==> src/rtl/mgm_pkg.sv <==
package mgm_pkg;
    localparam int ADDR_W     = 32;
    localparam int NUM_RANGES = 9;

    // Range indices the policy decodes
    localparam int RG_DEBUG  = 0;
    localparam int RG_CRYPTO = 1;
    localparam int RG_MEM_A  = 2;
    localparam int RG_MEM_B  = 3;
    localparam int RG_SERIAL = 4;
    localparam int RG_NET    = 5;
    localparam int RG_TAKE   = 6;
    localparam int RG_REL    = 7;
    localparam int RG_KEYCTL = 8;

    localparam logic [NUM_RANGES-1:0][ADDR_W-1:0] RANGE_LO_DEF = {
        32'h2800_0000, 32'h2800_0008, 32'h2800_0004, 32'h40C0_0000,
        32'h4060_0000, 32'h2480_0000, 32'h2400_0000, 32'h2800_0000,
        32'h4140_0000};
    localparam logic [NUM_RANGES-1:0][ADDR_W-1:0] RANGE_HI_DEF = {
        32'h2800_0003, 32'h2800_000F, 32'h2800_0007, 32'h40C0_FFFF,
        32'h4060_FFFF, 32'h24FF_FFFF, 32'h247F_FFFF, 32'h2800_0FFF,
        32'h4140_FFFF};

    typedef enum logic [1:0] {
        OP_NONE  = 2'b00,
        OP_READ  = 2'b01,
        OP_WRITE = 2'b10,
        OP_BOTH  = 2'b11
    } op_e;

    typedef enum logic [1:0] {
        ST_BASE   = 2'd0,
        ST_OWN0   = 2'd1,
        ST_OWN1   = 2'd2,
        ST_REJECT = 2'd3
    } pstate_e;
endpackage

==> src/rtl/mgm_rr_arbiter.sv <==
module mgm_rr_arbiter (
    input  logic       clk,
    input  logic       rst,
    input  logic [1:0] valid_i,
    output logic [1:0] ready_o,
    output logic       sel_o,
    output logic       accept_o
);
    logic prio_q;

    always_comb begin
        sel_o      = (valid_i[0] && valid_i[1]) ? prio_q : valid_i[1];
        accept_o   = |valid_i;
        ready_o[0] = valid_i[0] && !sel_o;
        ready_o[1] = valid_i[1] && sel_o;
    end

    always_ff @(posedge clk) begin
        if (rst)           prio_q <= 1'b0;
        else if (accept_o) prio_q <= ~sel_o;
    end

    a_r2_single_ready: assert property (@(posedge clk) disable iff (rst)
        $onehot0(ready_o));

    a_r3_alternate: assert property (@(posedge clk) disable iff (rst)
        (&valid_i) |=> (!(&valid_i) || (ready_o != $past(ready_o))));
endmodule

==> src/rtl/mgm_range_match.sv <==
module mgm_range_match
    import mgm_pkg::*;
#(
    parameter int AW = ADDR_W,
    parameter int NR = NUM_RANGES,
    parameter logic [NR-1:0][AW-1:0] LO = RANGE_LO_DEF,
    parameter logic [NR-1:0][AW-1:0] HI = RANGE_HI_DEF
) (
    input  logic [AW-1:0] addr_i,
    output logic [NR-1:0] hit_o
);
    for (genvar g = 0; g < NR; g++) begin : g_cmp
        assign hit_o[g] = (addr_i >= LO[g]) && (addr_i <= HI[g]);
    end
endmodule

==> src/rtl/mgm_policy_fsm.sv <==
module mgm_policy_fsm
    import mgm_pkg::*;
#(
    parameter int NR = NUM_RANGES
) (
    input  logic          clk,
    input  logic          rst,
    input  logic          acc_i,
    input  logic          id_i,
    input  logic [1:0]    op_i,
    input  logic [NR-1:0] hit_i,
    output logic          resp_valid_o,
    output logic          resp_grant_o,
    output logic          resp_id_o,
    output logic          violation_o
);
    pstate_e state_q, state_d;
    logic    grant;

    function automatic logic [NR-1:0] allow_mask(pstate_e st, logic id);
        logic [NR-1:0] m;
        m = '0;
        m[RG_DEBUG] = 1'b1;
        if (!id) begin
            m[RG_MEM_A]  = 1'b1;
            m[RG_SERIAL] = 1'b1;
        end else begin
            m[RG_MEM_B]  = 1'b1;
            m[RG_NET]    = 1'b1;
        end
        if ((st == ST_OWN0 && !id) || (st == ST_OWN1 && id)) begin
            m[RG_CRYPTO] = 1'b1;
            m[RG_KEYCTL] = 1'b1;
        end
        if (st == ST_REJECT) m = '0;
        return m;
    endfunction

    logic op_ok, is_wr, in_set;
    always_comb begin
        op_ok  = (op_i == OP_READ) || (op_i == OP_WRITE);
        is_wr  = (op_i == OP_WRITE);
        in_set = op_ok && (|(hit_i & allow_mask(state_q, id_i)));
    end

    // next state and verdict
    always_comb begin
        state_d = state_q;
        grant   = 1'b0;
        unique case (state_q)
            ST_BASE: begin
                if (is_wr && hit_i[RG_TAKE]) begin
                    grant   = 1'b1;
                    state_d = id_i ? ST_OWN1 : ST_OWN0;
                end else begin
                    grant = in_set;
                end
            end
            ST_OWN0, ST_OWN1: begin
                grant = in_set;
                if (in_set && is_wr && hit_i[RG_REL]) state_d = ST_BASE;
            end
            ST_REJECT: grant = 1'b0;
        endcase
        if (!grant && state_q != ST_REJECT) state_d = ST_REJECT;
        if (!acc_i) state_d = state_q;
    end

    // state register
    always_ff @(posedge clk) begin
        if (rst) state_q <= ST_BASE;
        else     state_q <= state_d;
    end

    // output register
    always_ff @(posedge clk) begin
        if (rst) begin
            resp_valid_o <= 1'b0;
            resp_grant_o <= 1'b0;
            resp_id_o    <= 1'b0;
        end else begin
            resp_valid_o <= acc_i;
            resp_grant_o <= acc_i && grant;
            if (acc_i) resp_id_o <= id_i;
        end
    end

    assign violation_o = (state_q == ST_REJECT);

    a_r10_reject_sticky: assert property (@(posedge clk) disable iff (rst)
        (state_q == ST_REJECT) |=> (state_q == ST_REJECT));

    a_r12_idle_holds_state: assert property (@(posedge clk) disable iff (rst)
        !acc_i |=> $stable(state_q));

    a_r7_own_from_base: assert property (@(posedge clk) disable iff (rst)
        (state_q == ST_BASE) |=> (state_q != ST_OWN0 || !$past(id_i)));
endmodule

==> src/rtl/mem_guard_monitor.sv <==
module mem_guard_monitor
    import mgm_pkg::*;
#(
    parameter int AW = ADDR_W,
    parameter int NR = NUM_RANGES,
    parameter logic [NR-1:0][AW-1:0] LO = RANGE_LO_DEF,
    parameter logic [NR-1:0][AW-1:0] HI = RANGE_HI_DEF
) (
    input  logic                clk,
    input  logic                rst,
    input  logic [1:0]          req_valid,
    output logic [1:0]          req_ready,
    input  logic [1:0][1:0]     req_op,
    input  logic [1:0][AW-1:0]  req_addr,
    output logic                resp_valid,
    output logic                resp_grant,
    output logic                resp_id,
    output logic                violation
);
    logic          sel, accept;
    logic [NR-1:0] hit;
    logic [AW-1:0] addr_m;
    logic [1:0]    op_m;

    mgm_rr_arbiter u_arb (
        .clk      (clk),
        .rst      (rst),
        .valid_i  (req_valid),
        .ready_o  (req_ready),
        .sel_o    (sel),
        .accept_o (accept)
    );

    assign addr_m = req_addr[sel];
    assign op_m   = req_op[sel];

    mgm_range_match #(.AW(AW), .NR(NR), .LO(LO), .HI(HI)) u_match (
        .addr_i (addr_m),
        .hit_o  (hit)
    );

    mgm_policy_fsm #(.NR(NR)) u_fsm (
        .clk          (clk),
        .rst          (rst),
        .acc_i        (accept),
        .id_i         (sel),
        .op_i         (op_m),
        .hit_i        (hit),
        .resp_valid_o (resp_valid),
        .resp_grant_o (resp_grant),
        .resp_id_o    (resp_id),
        .violation_o  (violation)
    );

    a_r4_resp_follows_accept: assert property (@(posedge clk) disable iff (rst)
        (|req_ready) |=> (resp_valid && resp_id == $past(req_ready[1])));

    a_r4_no_spurious_resp: assert property (@(posedge clk) disable iff (rst)
        !(|req_ready) |=> !resp_valid);

    a_r10_deny_latches: assert property (@(posedge clk) disable iff (rst)
        (resp_valid && !resp_grant) |-> violation);
endmodule

==> config.mk <==
export PLATFORM = sky130hd
export DESIGN_NAME = mem_guard_monitor
export DESIGN_NICKNAME = d
export VERILOG_FILES = /design/src/rtl/mgm_pkg.sv /design/src/rtl/mgm_rr_arbiter.sv /design/src/rtl/mgm_range_match.sv /design/src/rtl/mgm_policy_fsm.sv /design/src/rtl/mem_guard_monitor.sv
export SDC_FILE = /design/constraint.sdc
export NUM_CORES = 1
export LEC_CHECK = 0
export ABC_AREA = 1
export BUFFER_PORTS_ARGS = -buffer_cell sky130_fd_sc_hd__buf_2
export CAP_MARGIN = 20
export CORE_UTILIZATION = 40
export CTS_CLUSTER_SIZE = 16
export DETAILED_ROUTE_END_ITERATION = 16
export PLACE_DENSITY = 0.71
export SETUP_SLACK_MARGIN = 0.02
export SLEW_MARGIN = 15
export SYNTH_ARGS = -nofsm -noshare
export SYNTH_HDL_FRONTEND = slang
export SYNTH_SLANG_ARGS = --single-unit
==> constraint.sdc <==
create_clock -name clk -period 4.31 [get_ports clk]
set_clock_uncertainty 0.05 [all_clocks]
set_input_delay 0.6465 -clock clk [delete_from_list [all_inputs] [get_ports clk]]
set_output_delay 0.6465 -clock clk [all_outputs]
set_load 0.1 [all_outputs]
* Word level (Yosys, flattened, before mapping) *
Cells that the tools add are included.

storage, ports and cells
  register bits after elaboration = 6
  input port bits = 72
  output and inout port bits = 6

cells by class
  magnitude comparators = 18
  eq/ne operators = 8
  mux-type cells = 16
  bitwise logic cells = 2
  reductions and logical operators = 30

operator list
  operator                                                                                count
  32-bit by 30-bit <= comparator with 1-bit output (second input constant)                6
  32-bit by 30-bit greater-or-equal comparator with 1-bit output (second input constant)  5
  32-bit by 31-bit greater-or-equal comparator with 1-bit output (second input constant)  3
  32-bit by 31-bit <= comparator with 1-bit output (second input constant)                3
  32-bit 2-to-1 mux                                                                       2
  1-bit logical AND                                                                       20
  2-bit 2-to-1 mux                                                                        6
  9-bit AND                                                                               1
  9-bit 2-to-1 mux                                                                        1
  9-bit OR reduction                                                                      1
  2-bit == test (second input constant)                                                   3
  3-bit by 1-bit inequality test with 1-bit output (second input constant)                2
  1-bit 2-to-1 mux                                                                        5
  2-bit by 1-bit == test with 1-bit output (second input constant)                        2
  2-bit one-hot mux with 2 select lines                                                   1
  4-bit AND reduction                                                                     1
  2-bit OR reduction                                                                      2
  1-bit one-hot mux with 3 select lines                                                   1
  3-bit nonzero test                                                                      1
  1-bit zero test                                                                         2
  2-bit zero test                                                                         1
  1-bit logical OR                                                                        2
  1-bit by 2-bit < comparator with 1-bit output (second input constant)                   1
  2-bit inequality test (second input constant)                                           1
  1-bit NOT                                                                               1

* Longest topological paths before layout *
Gate-level depths: netlist (run 1).

  depth in word-level cells = 16
  gate-level depth with buffers = 23
  mapped depth without buffers = 22

* Cells and area by module *
Synthesis (run 1) repeated with hierarchy kept, for this count alone.

unflattened totals
  cells, all modules = 264
  area, all modules = 1380.1 sq um

by module, submodules not included
  module             times used  cells each  area an instance (sq um)  seq. area each (sq um)
  mem_guard_monitor  1           110         494.2                     0.0
  mgm_policy_fsm     1           61          422.9                     100.1
  mgm_range_match    1           82          396.6                     0.0
  mgm_rr_arbiter     1           11          66.3                      20.0

* Worst setup path before layout (run 1) *
OpenSTA, ideal clock, no wires.

  path type = input -> output
  from = input port req_valid[1]
  to = output port req_ready[0]
  arrival = 2.377 ns
  data required time = 3.614 ns
  setup slack = 1.237 ns
  stages on the path = 3
  cells stage by stage = buf_4 -> a21boi_4 -> nor2_1

on the way
  word-level cells in the longest chain between the ends = 4

ends and longest elaborated chain
  item                   line                     RTL
  from (decl)            mem_guard_monitor.sv:11  input logic [1:0] req_valid,
  1-bit logical AND      mgm_rr_arbiter.sv:12     sel_o = (valid_i[0] && valid_i[1]) ? prio_q : valid_i[1];
  1-bit 2-to-1 mux (*)   mgm_rr_arbiter.sv:12
  1-bit zero test (*)    -
  1-bit logical AND (*)  mgm_rr_arbiter.sv:14     ready_o[0] = valid_i[0] && !sel_o;
  to (decl)              mem_guard_monitor.sv:12  output logic [1:0] req_ready,

Mark *: on every way between the ends. The rest lies on a longest branch, timed or not.

* Final worst setup path (run 1) *
  from = input port req_valid[1]
  to = register u_fsm.state_q[1]

on the way
  word-level cells in the longest chain between the ends = 16
  elaborated cells between the ends (all ways) = 62
  those cells by class = order compare (17); eq/ne (4); mux (15); bitwise (1); reduce/logical (25)

ends and longest elaborated chain
  item                                                                                                                     line                  RTL
  parallel branches: the longest is 16 deep, another holds 32-bit by 31-bit greater-or-equal comparator with 1-bit output  -
  to (signal assigned)                                                                                                     mgm_policy_fsm.sv:72  else state_q <= state_d;
  to (decl)                                                                                                                mgm_policy_fsm.sv:17  pstate_e state_q, state_d;

Several ways; the timed one is not identified. The select of a mux whose other input is x is not followed.
A chain may end at the register's enable or synchronous reset.

==> results of run 1 <==
## registers in the layout (all words and copies together), names as in the netlist
signal	flops
u_arb.prio_q	1
u_fsm.resp_grant_o	1
u_fsm.resp_id_o	1
u_fsm.resp_valid_o	1
u_fsm.state_q	2
## cells in the mapped netlist, drive strengths merged
cell      n
mux2i     1
and2      1
a211oi    1
a21oi     7
nor3      4
a22oi     1
nand4     5
inv      47
buf       9
ha        6
nor2     43
dfxtp     6
a21boi    3
nand3    34
o21ai     5
or2       1
nand3b   13
nand2   113
## worst max path at each step
| stage | slack (ps) | end | depth (start not counted) |
|---|---|---|---|
| finish | 1430 | u_fsm.state_q[1]$_SDFFE_PP0P_ | 20 |
| global route | 1030 | u_fsm.state_q[1]$_SDFFE_PP0P_ | 20 |
| CTS | 1430 | u_fsm.state_q[1]$_SDFFE_PP0P_ | 20 |
| detailed placement | 1210 | u_fsm.state_q[1]$_SDFFE_PP0P_ | 20 |
| global placement | 1270 | u_fsm.state_q[0]$_SDFFE_PP0P_ | 20 |
| floorplan | 1240 | req_ready[0] | 3 |
## critical path: cells and delay by family
family	cells	cell delay (ps)
simple gates	19	1840
buf+inv	1	430
## logic make-up (layout without fill, tap and decap cells)
group	count (synthesis)	after routing	synth area share [%]
and+or+nand+nor	214	214	64.1
buffers and inverters	56	127	15.7
AOI/OAI and AO/OA	17	17	6.98
adders and majority gates	6	6	4.82
DFF	6	6	7.70
muxes	1	1	0.642
## cell usage in the layout, fill, tap and decap left out, drive strengths merged, types with 5 or more instances in the layout
cell	n
a21oi	7
buf	77
dfxtp	6
ha	6
inv	47
nand2	113
nand3	34
nand3b	13
nand4	5
nor2	43
o21ai	5
## routing by layer
metal  wire length, µm  up-vias  track usage, %
met5                 0        -               0
met1              1900      823            25.4
li1                  -     1075               -
met3               190        2            3.87
met4                 8        0            1.67
met2              1850       56            35.0
## power by group
part,internal (µW),switching [µW]
Combinational,82.0,149
Clock,59.9,23.0
Sequential,61.2,3.92
## cell type report
cell class,instances,area [µm²],share of cell area [%]
clock buffer,3,41.3,2.09
timing repair buffer,77,385,19.5
tap,48,60.1,3.04
multi-input combinational,238,1190,60.4
sequential,6,120,6.08
inverter,47,176,8.92
## per-stage QoR
| stage | setup slack, ps | hold slack, ps | instances | cell area [µm²] |
|---|---|---|---|---|
| CTS | 1430 | 418 | 419 | 1980 |
| detailed placement | 1210 | 413 | 416 | 1940 |
| floorplan | 1240 | 453 | 300 | 1560 |
| global route | 1030 | 451 | 419 | 1980 |
| global placement | 1270 | 406 | 416 | 1940 |
| finish | 1430 | 414 | 419 | 1980 |
==> flow_summary.ini, run 1 <==
[status]
outcome = finished clean

[critical_path]
r2r_start = u_arb.prio_q$_SDFFE_PP0P_
cp-end-kind = flip-flop
r2r_cells = 18
cpMaxStageDelayCell = buf_2
crit_type = in2reg
worst-path-max-fanout = 42
worst_ep_arrival_time_ps = 2940
cp_slowest_stage_delay_ps = 430
cpMostUsedCell = nand2_1
regToRegSetupSlack_ps = 1660
required_ps = 4370
cp_cell_sequence = buf_2, nand2_4, nand2_1, nand2_1, nor2_1, nand2_1, nor2_2, nand2_1, nand2_1, nand3_1, nand2_1, nor2_1, nand2_1, nand3_1, nand2_1, nand2_1, nand2_2, nand3_1, nand2_1, nor2_1
worstReg2RegEnd = u_fsm.state_q[1]$_SDFFE_PP0P_
cp-start-kind = input port
cp-startpoint = req_valid[1]

[placed_design]
dp_hpwl_um = 3250
portBuffers = 77
gp_congestion = 0.909

[synthesis]
synth_cells = 300
synth_top_cell_by_area = nand2_1
avgSynthCellArea_um2 = 5.20
syn-num-nets = 378
synth_area_leaders = nand2_1 (24%), inv_1 (11%), nand3_1 (10%)
synth_warnings = 0
yosysSeqAreaShare_pct = 7.70
yosysUniqueCellTypes = 28
synth_area_um2 = 1560
yosys.area.top_type_share_pct = 24.1
synth-seq-cells = 6

[grt]
antenna_found_initial = 0
grt.overflow.total = 0
grt_max_degree = 43
grt_pass1_vias = 1685
track_usage_pct = 19.7
grt_pass1_wl_um = 6710

[clocking]
post_cts_resize_count = 0
cts_hold_buf = 0
path_clk_slew_ps = 40
cts_tree = built
cts_root_buf = clkbuf_8
h-tree-depth = 1
clock_latency_ps = 220
cts_made_buffers = 3
cts.sinks = 6
clock_path_buffers = 2
post_cts_buffers = 0

[cells_and_area]
syn_to_final_growth_pct = 26.8
n_antenna_cell = 0
drive_gt1_share_pct = 28.6
post-route-util_pct = 53.6
n_fill_cell = 414
final_nets = 451

[sta]
final_hold_viol_count = 0
rsz0062_at_grt = false
period_share_pct = 66.9
period_needed_ps = 2880
worst_pin_slew_ps = 532
final-setup-viol-count = 0
fmax_ghz = 0.347
slew_viol_final = 0
relSlewSlack_pct = 64.6
tns_ps = 0

[floorplan]
chipWidth_um = 64.4
start_util_pct = 42.3
fp.dieH_um = 64.4
placementRows = 22
ioPinCount = 78
die_area_um2 = 4150
core-area_um2 = 3690

[power]
vdd_ir_drop_max_uv = 104
p_leak_uw = 0.00122
finalPower_uw = 379
p_per_area_nw_per_um2 = 192

[worst_hold_path]
hold_path_depth = 2
hold_path_end = u_fsm.resp_id_o$_SDFFE_PP0P_
worstHoldPathType = reg2reg
min_from = u_fsm.resp_id_o$_SDFFE_PP0P_

[route]
drc = 0
vias = 1956
route.antenna.remaining_nets = 0
wl_um = 3950
post_drt_wl_per_cell_um = 9.42
firstDrtPassIters = 4
viasPerCell = 4.67
drt_iter0_drc = 48

[run]
cap_violations = 0
Power figures use the tool's default switching activity.
==> run 2: changes to the inputs <==
--- a/config.mk
+++ b/config.mk
@@ -5,13 +5,13 @@
 export SDC_FILE = /design/constraint.sdc
 export NUM_CORES = 1
 export LEC_CHECK = 0
-export ABC_AREA = 1
+export ABC_AREA = 0
 export BUFFER_PORTS_ARGS = -buffer_cell sky130_fd_sc_hd__buf_2
 export CAP_MARGIN = 20
 export CORE_UTILIZATION = 40
 export CTS_CLUSTER_SIZE = 16
 export DETAILED_ROUTE_END_ITERATION = 16
-export PLACE_DENSITY = 0.71
+export PLACE_DENSITY = 0.8
 export SETUP_SLACK_MARGIN = 0.02
 export SLEW_MARGIN = 15
 export SYNTH_ARGS = -nofsm -noshare
==> constraint.sdc (replaced) <==
create_clock -name clk -period 2.8 [get_ports clk]
set_clock_uncertainty 0.05 [all_clocks]
set_input_delay 0.42 -clock clk [delete_from_list [all_inputs] [get_ports clk]]
set_output_delay 0.42 -clock clk [all_outputs]
set_load 0.1 [all_outputs]
==> flow_summary.ini, run 2 <==
[clocking]
h-tree-depth = 1
path_clk_slew_ps = 40
clock_latency_ps = 240
cts_tree = built
cts.sinks = 6
cts_made_buffers = 3
clock_path_buffers = 2
post_cts_buffers = 0
cts_root_buf = clkbuf_4

[sta]
worst_pin_slew_ps = 498
slew_viol_final = 0
rsz0062_at_grt = false
tns_ps = 0
period_needed_ps = 2630
final_hold_viol_count = 0
relSlewSlack_pct = 66.3
fmax_ghz = 0.381
period_share_pct = 93.9
final-setup-viol-count = 0

[worst_hold_path]
hold_path_end = u_fsm.resp_id_o$_SDFFE_PP0P_
min_from = rst
hold_path_depth = 2
worstHoldPathType = in2reg

[synthesis]
avgSynthCellArea_um2 = 7.86
synth_cells = 131
yosys-top-cells-count = nor2_1 (11), nor3_1 (9), inv_1 (8)
synth_warnings = 0
yosysUniqueCellTypes = 49
synth_edf_count = 0
synth_area_um2 = 1030
yosysSeqAreaShare_pct = 11.7
synth_area_leaders = dfxtp_1 (12%), ha_1 (7.3%), nor3_1 (4.4%)
syn-num-nets = 209
async_flop_share_pct = 0
synth_top_cell_by_area = dfxtp_1
synthMostInstantiatedCell = nor2_1
yosys.area.top_type_share_pct = 11.7
ys.flop_type = dfxtp_1
synth-seq-cells = 6

[grt]
grt.overflow.total = 0
track_usage_pct = 22.8
grt_pass1_wl_um = 4900
antenna_found_initial = 0
grt_pass1_vias = 1236
grt_max_degree = 14

[cells_and_area]
n_antenna_cell = 0
final_nets = 294
post-route-util_pct = 62.5
syn_to_final_growth_pct = 49.0
layout.cells.non_filler = 244
top_register = u_fsm.state_q
largest_reg_flops = 2
drive_gt1_share_pct = 48.1
final_cell_mix = buf_2 (73), nor2_1 (11), nor3_1 (9), buf_4 (9), inv_1 (8)
n_fill_cell = 248
final_common_cell = buf_2

[critical_path]
worst_ep_arrival_time_ps = 2730
required_ps = 2900
worst-path-max-fanout = 5
r2r_start = u_arb.prio_q$_SDFFE_PP0P_
regToRegSetupSlack_ps = 170
worstReg2RegEnd = u_fsm.state_q[0]$_SDFFE_PP0P_
cp-end-kind = flip-flop
r2r_cells = 11
crit_type = reg2reg
cp-start-kind = flip-flop

[route]
drc = 0
route.antenna.remaining_nets = 0
firstDrtPassIters = 4
wl_um = 2950
drt_iter0_drc = 39
viasPerCell = 5.65
post_drt_wl_per_cell_um = 12.1
vias = 1379

[power]
finalPower_uw = 420
vdd_ir_drop_max_uv = 257
p_per_area_nw_per_um2 = 274
p_leak_uw = 0.000695

[placed_design]
portBuffers = 73
dp_cells = 241
gp_congestion = 0.890
dp_hpwl_um = 2560

[floorplan]
die_area_um2 = 2780
core-area_um2 = 2450
start_util_pct = 41.9
chipWidth_um = 52.7
ioPinCount = 78
placementRows = 18
fp.dieH_um = 52.7

[run]
cap_violations = 0

[status]
outcome = finished clean
run 2: cell type report:
cell class / instances / area (µm²) / area share (%)
clock buffers: 3 / 22.5 / 1.47
inverters: 9 / 41.3 / 2.69
multi-input cells: 114 / 880 / 57.3
flip-flops and latches: 6 / 120 / 7.83
well taps: 30 / 37.5 / 2.45
repair buffers: 82 / 433 / 28.2
run 2: critical path: stages, from the launching register on:
cell and delay (ps):
dfxtp_1 340, nand2b_1 180, nand2_4 110, inv_8 60, mux2i_1 170, ha_1 180, nand3b_1 120, o32ai_4 290
o2111ai_1 220, a22oi_4 230, mux2_1 360, a211oi_1 230
run 2: repair_timing:
action                     4_1_cts  5_1_grt
gates resized for setup          0        2
setup endpoints to repair        0        2
hold buffers                     0        0
run 2: routing by layer:
layer  vias up  wire length, µm  track usage [%]
li1        690                -                -
met1       627             1340             30.7
met2        62             1380             39.5
met3         0              234             2.32
met4         0                0             3.07
met5         -                0                0
run 2: per-stage QoR:
step | area [µm²] | hold WS, ps | worst slack, ps
floorplan | 1040 | 422 | 37.3
global placement | 1510 | 410 | 1.00
detailed placement | 1510 | 414 | -60.6
CTS | 1530 | 361 | 72.0
global route | 1530 | 364 | 28.9
finish | 1530 | 367 | 172
run 2: worst max path at each step:
| stage | start | end | cells after the start |
|---|---|---|---|
| 5_1_grt | u_arb.prio_q$_SDFFE_PP0P_ | u_fsm.state_q[0]$_SDFFE_PP0P_ | 11 |
| 4_1_cts | u_arb.prio_q$_SDFFE_PP0P_ | u_fsm.state_q[0]$_SDFFE_PP0P_ | 11 |
| 2_1_floorplan | req_valid[0] | u_fsm.state_q[0]$_SDFFE_PP0P_ | 11 |
| 6_report | u_arb.prio_q$_SDFFE_PP0P_ | u_fsm.state_q[0]$_SDFFE_PP0P_ | 11 |
| 3_3_place_gp | req_valid[0] | u_fsm.state_q[0]$_SDFFE_PP0P_ | 12 |
| 3_5_place_dp | req_valid[0] | u_fsm.state_q[0]$_SDFFE_PP0P_ | 12 |
run 2: cells by family after synthesis:
family	share of synthesized area, %
xor+xnor	0.851
simple gates	36.7
fa+ha+maj	7.29
flops	11.7
buf+inv	4.25
mux	4.13
compound gates	35.1
run 2: report_power, final:
part | internal (µW) | leakage [µW] | switching [µW]
clock | 48.4 | 0.0000138 | 29.3
combinational | 103 | 0.000631 | 141
sequential | 92.4 | 0.0000499 | 5.69
==> run 3: changes to the inputs <==
--- a/config.mk
+++ b/config.mk
@@ -11,9 +11,10 @@
 export CORE_UTILIZATION = 40
 export CTS_CLUSTER_SIZE = 16
 export DETAILED_ROUTE_END_ITERATION = 16
-export PLACE_DENSITY = 0.8
+export PLACE_DENSITY_LB_ADDON = 0.05
 export SETUP_SLACK_MARGIN = 0.02
 export SLEW_MARGIN = 15
 export SYNTH_ARGS = -nofsm -noshare
 export SYNTH_HDL_FRONTEND = slang
+export SYNTH_HIERARCHICAL = 1
 export SYNTH_SLANG_ARGS = --single-unit
==> flow_summary.ini, run 3 <==
[run]
cap_violations = 0

[cells_and_area]
multiInputGateArea_um2 = 1070
n_fill_cell = 242
top_register = u_fsm/state_q
layout.cells.non_filler = 243
largest_reg_flops = 2
final_nets = 291
n_antenna_cell = 0
drive_gt1_share_pct = 73.1
final_cell_mix = buf_2 (73), mux2_4 (31), buf_4 (24)
syn_to_final_growth_pct = 64.9
final_common_cell = buf_2
seqCellArea_um2 = 121

[power]
vdd_ir_drop_max_uv = 303
p_int_uw = 327
switching_power_uw = 196
p_leak_uw = 0.000979
finalPower_uw = 523
p_seq_share_pct = 18.5
comb_power_share_pct = 66.8
p_per_area_nw_per_um2 = 270
switching_share_pct = 37.4
clkPwrFrac_pct = 14.7

[clocking]
h-tree-depth = 1
path_clk_slew_ps = 40
cts_made_buffers = 3
cts_root_buf = clkbuf_4
clock_latency_ps = 240
clock_path_buffers = 2
cts.sinks = 6
cts_tree = built

[critical_path]
crit_path_end = u_fsm/state_q[0]$_SDFFE_PP0P_
cpMostUsedCell = buf_12
cp_cell_sequence = inv_2, a21boi_4, buf_12, buf_12, mux2_4, nor4b_4, nand4_1, a2111oi_4, o22a_1, a221oi_4, o311a_1, o21ai_2, a221oi_2
cp-start-kind = flip-flop
cp_num_buf_inv = 3
cp-startpoint = u_arb/prio_q$_SDFFE_PP0P_
crit_type = reg2reg
worst_ep_arrival_time_ps = 3190
r2r_start = u_arb/prio_q$_SDFFE_PP0P_
r2r_cells = 13
cp.depth = 13
cpMaxStageDelayCell = dfxtp_2
worst-path-max-fanout = 5
worstReg2RegEnd = u_fsm/state_q[0]$_SDFFE_PP0P_
required_ps = 2870
cp_top_family = compound AO/OA/AOI/OAI gates
cp-end-kind = flip-flop
regToRegSetupSlack_ps = -320
cp_slowest_stage_delay_ps = 330

[sta]
relSlewSlack_pct = 67.3
fmax_ghz = 0.321
slew_viol_final = 0
final-setup-viol-count = 3
final_hold_viol_count = 0
worst_pin_slew_ps = 485
rsz0062_at_grt = true
period_share_pct = 111
tns_ps = -806
worst_slack_ps = -318
period_needed_ps = 3120

[status]
violations = negative setup slack
outcome = complete, but fails checks

[worst_hold_path]
worstHoldPathType = in2reg
hold_path_depth = 2
min_from = rst

[synthesis]
avgSynthCellArea_um2 = 10.6
synth_cells = 111
syn-num-nets = 188
synth_warnings = 6
synth_area_um2 = 1170

[route]
route.antenna.remaining_nets = 0
drc = 0
wl_um = 3220
drt_iter0_drc = 25
post_drt_wl_per_cell_um = 13.2
viasPerCell = 5.19
vias = 1260
firstDrtPassIters = 3

[floorplan]
core-area_um2 = 2760
start_util_pct = 42.5
fp.dieH_um = 56.1
chipWidth_um = 56.1
placementRows = 19
ioPinCount = 78
die_area_um2 = 3150

[grt]
antenna_found_initial = 0
grt_max_degree = 14
grt.overflow.total = 0
met3_usage_pct = 2.09
grt_util_met2_pct = 39.5
track_usage_pct = 20.7
grt_pass1_vias = 1259
grt_pass1_wl_um = 5260
grt.busiest_layer = met2
grt_use_met1_pct = 23.3

[placed_design]
post-place-ws_ps = -549
portBuffers = 73
dp_cells = 232
dp_hpwl_um = 2440
gp_congestion = 0.709
==> run 3: layer usage <==
metal  up-vias  wire, µm
met2        39      1740
met3         6       129
met4         0        63
li1        630         -
met5         -         0
met1       585      1280
==> run 3: repair_timing <==
item | CTS | global route
pin swaps | 4 | 3
resized for setup | 8 | 8
hold endpoints to repair | 0 | 0
buffers inserted | 6 | 1
hold buffers | 0 | 0
endpoints found under the setup margin | 3 | 3
gates cloned | 2 | 0
==> run 3: worst reg2reg max path, stage by stage, from the launching register on <==
cell	delay (ps)
dfxtp_2	330
inv_2	50
a21boi_4	180
buf_12	140
buf_12	110
mux2_4	330
nor4b_4	320
nand4_1	250
a2111oi_4	310
o22a_1	240
a221oi_4	100
o311a_1	330
o21ai_2	180
a221oi_2	80
==> run 3: final cells by class <==
cell class,count,area share (%)
well taps,31,2.01
inverters,9,1.75
repair buffers,102,33.6
multi-input cells,92,55.2
flip-flops and latches,6,6.28
clock buffers,3,1.17
==> run 3: metrics by stage <==
step / area [µm²] / util [%] / hold WS (ps)
after global placement: 1720 / 62.5 / 439
after floorplan: 1210 / - / 419
after global routing: 1930 / 70.1 / 370
final: 1930 / 70.1 / 378
after CTS: 1890 / 68.7 / 377
after detailed placement: 1720 / 62.5 / 441
==> run 3: power by group through the flow <==
stage	clock, µW	sequential [µW]	combinational (µW)
after floorplan	0	114	196
after global placement	0	97.1	295
after detailed placement	0	97.4	303
after CTS	82.3	96.4	339
after global routing	87.1	97.5	373
final	77.1	96.5	349
==> run 3: how the worst min path moves through the flow <==
stage,endpoint
after floorplan,u_arb/prio_q$_SDFFE_PP0P_
after global placement,u_fsm/resp_id_o$_SDFFE_PP0P_
after detailed placement,u_fsm/resp_id_o$_SDFFE_PP0P_
after CTS,u_fsm/state_q[0]$_SDFFE_PP0P_
after global routing,u_fsm/state_q[0]$_SDFFE_PP0P_
final,u_fsm/state_q[0]$_SDFFE_PP0P_
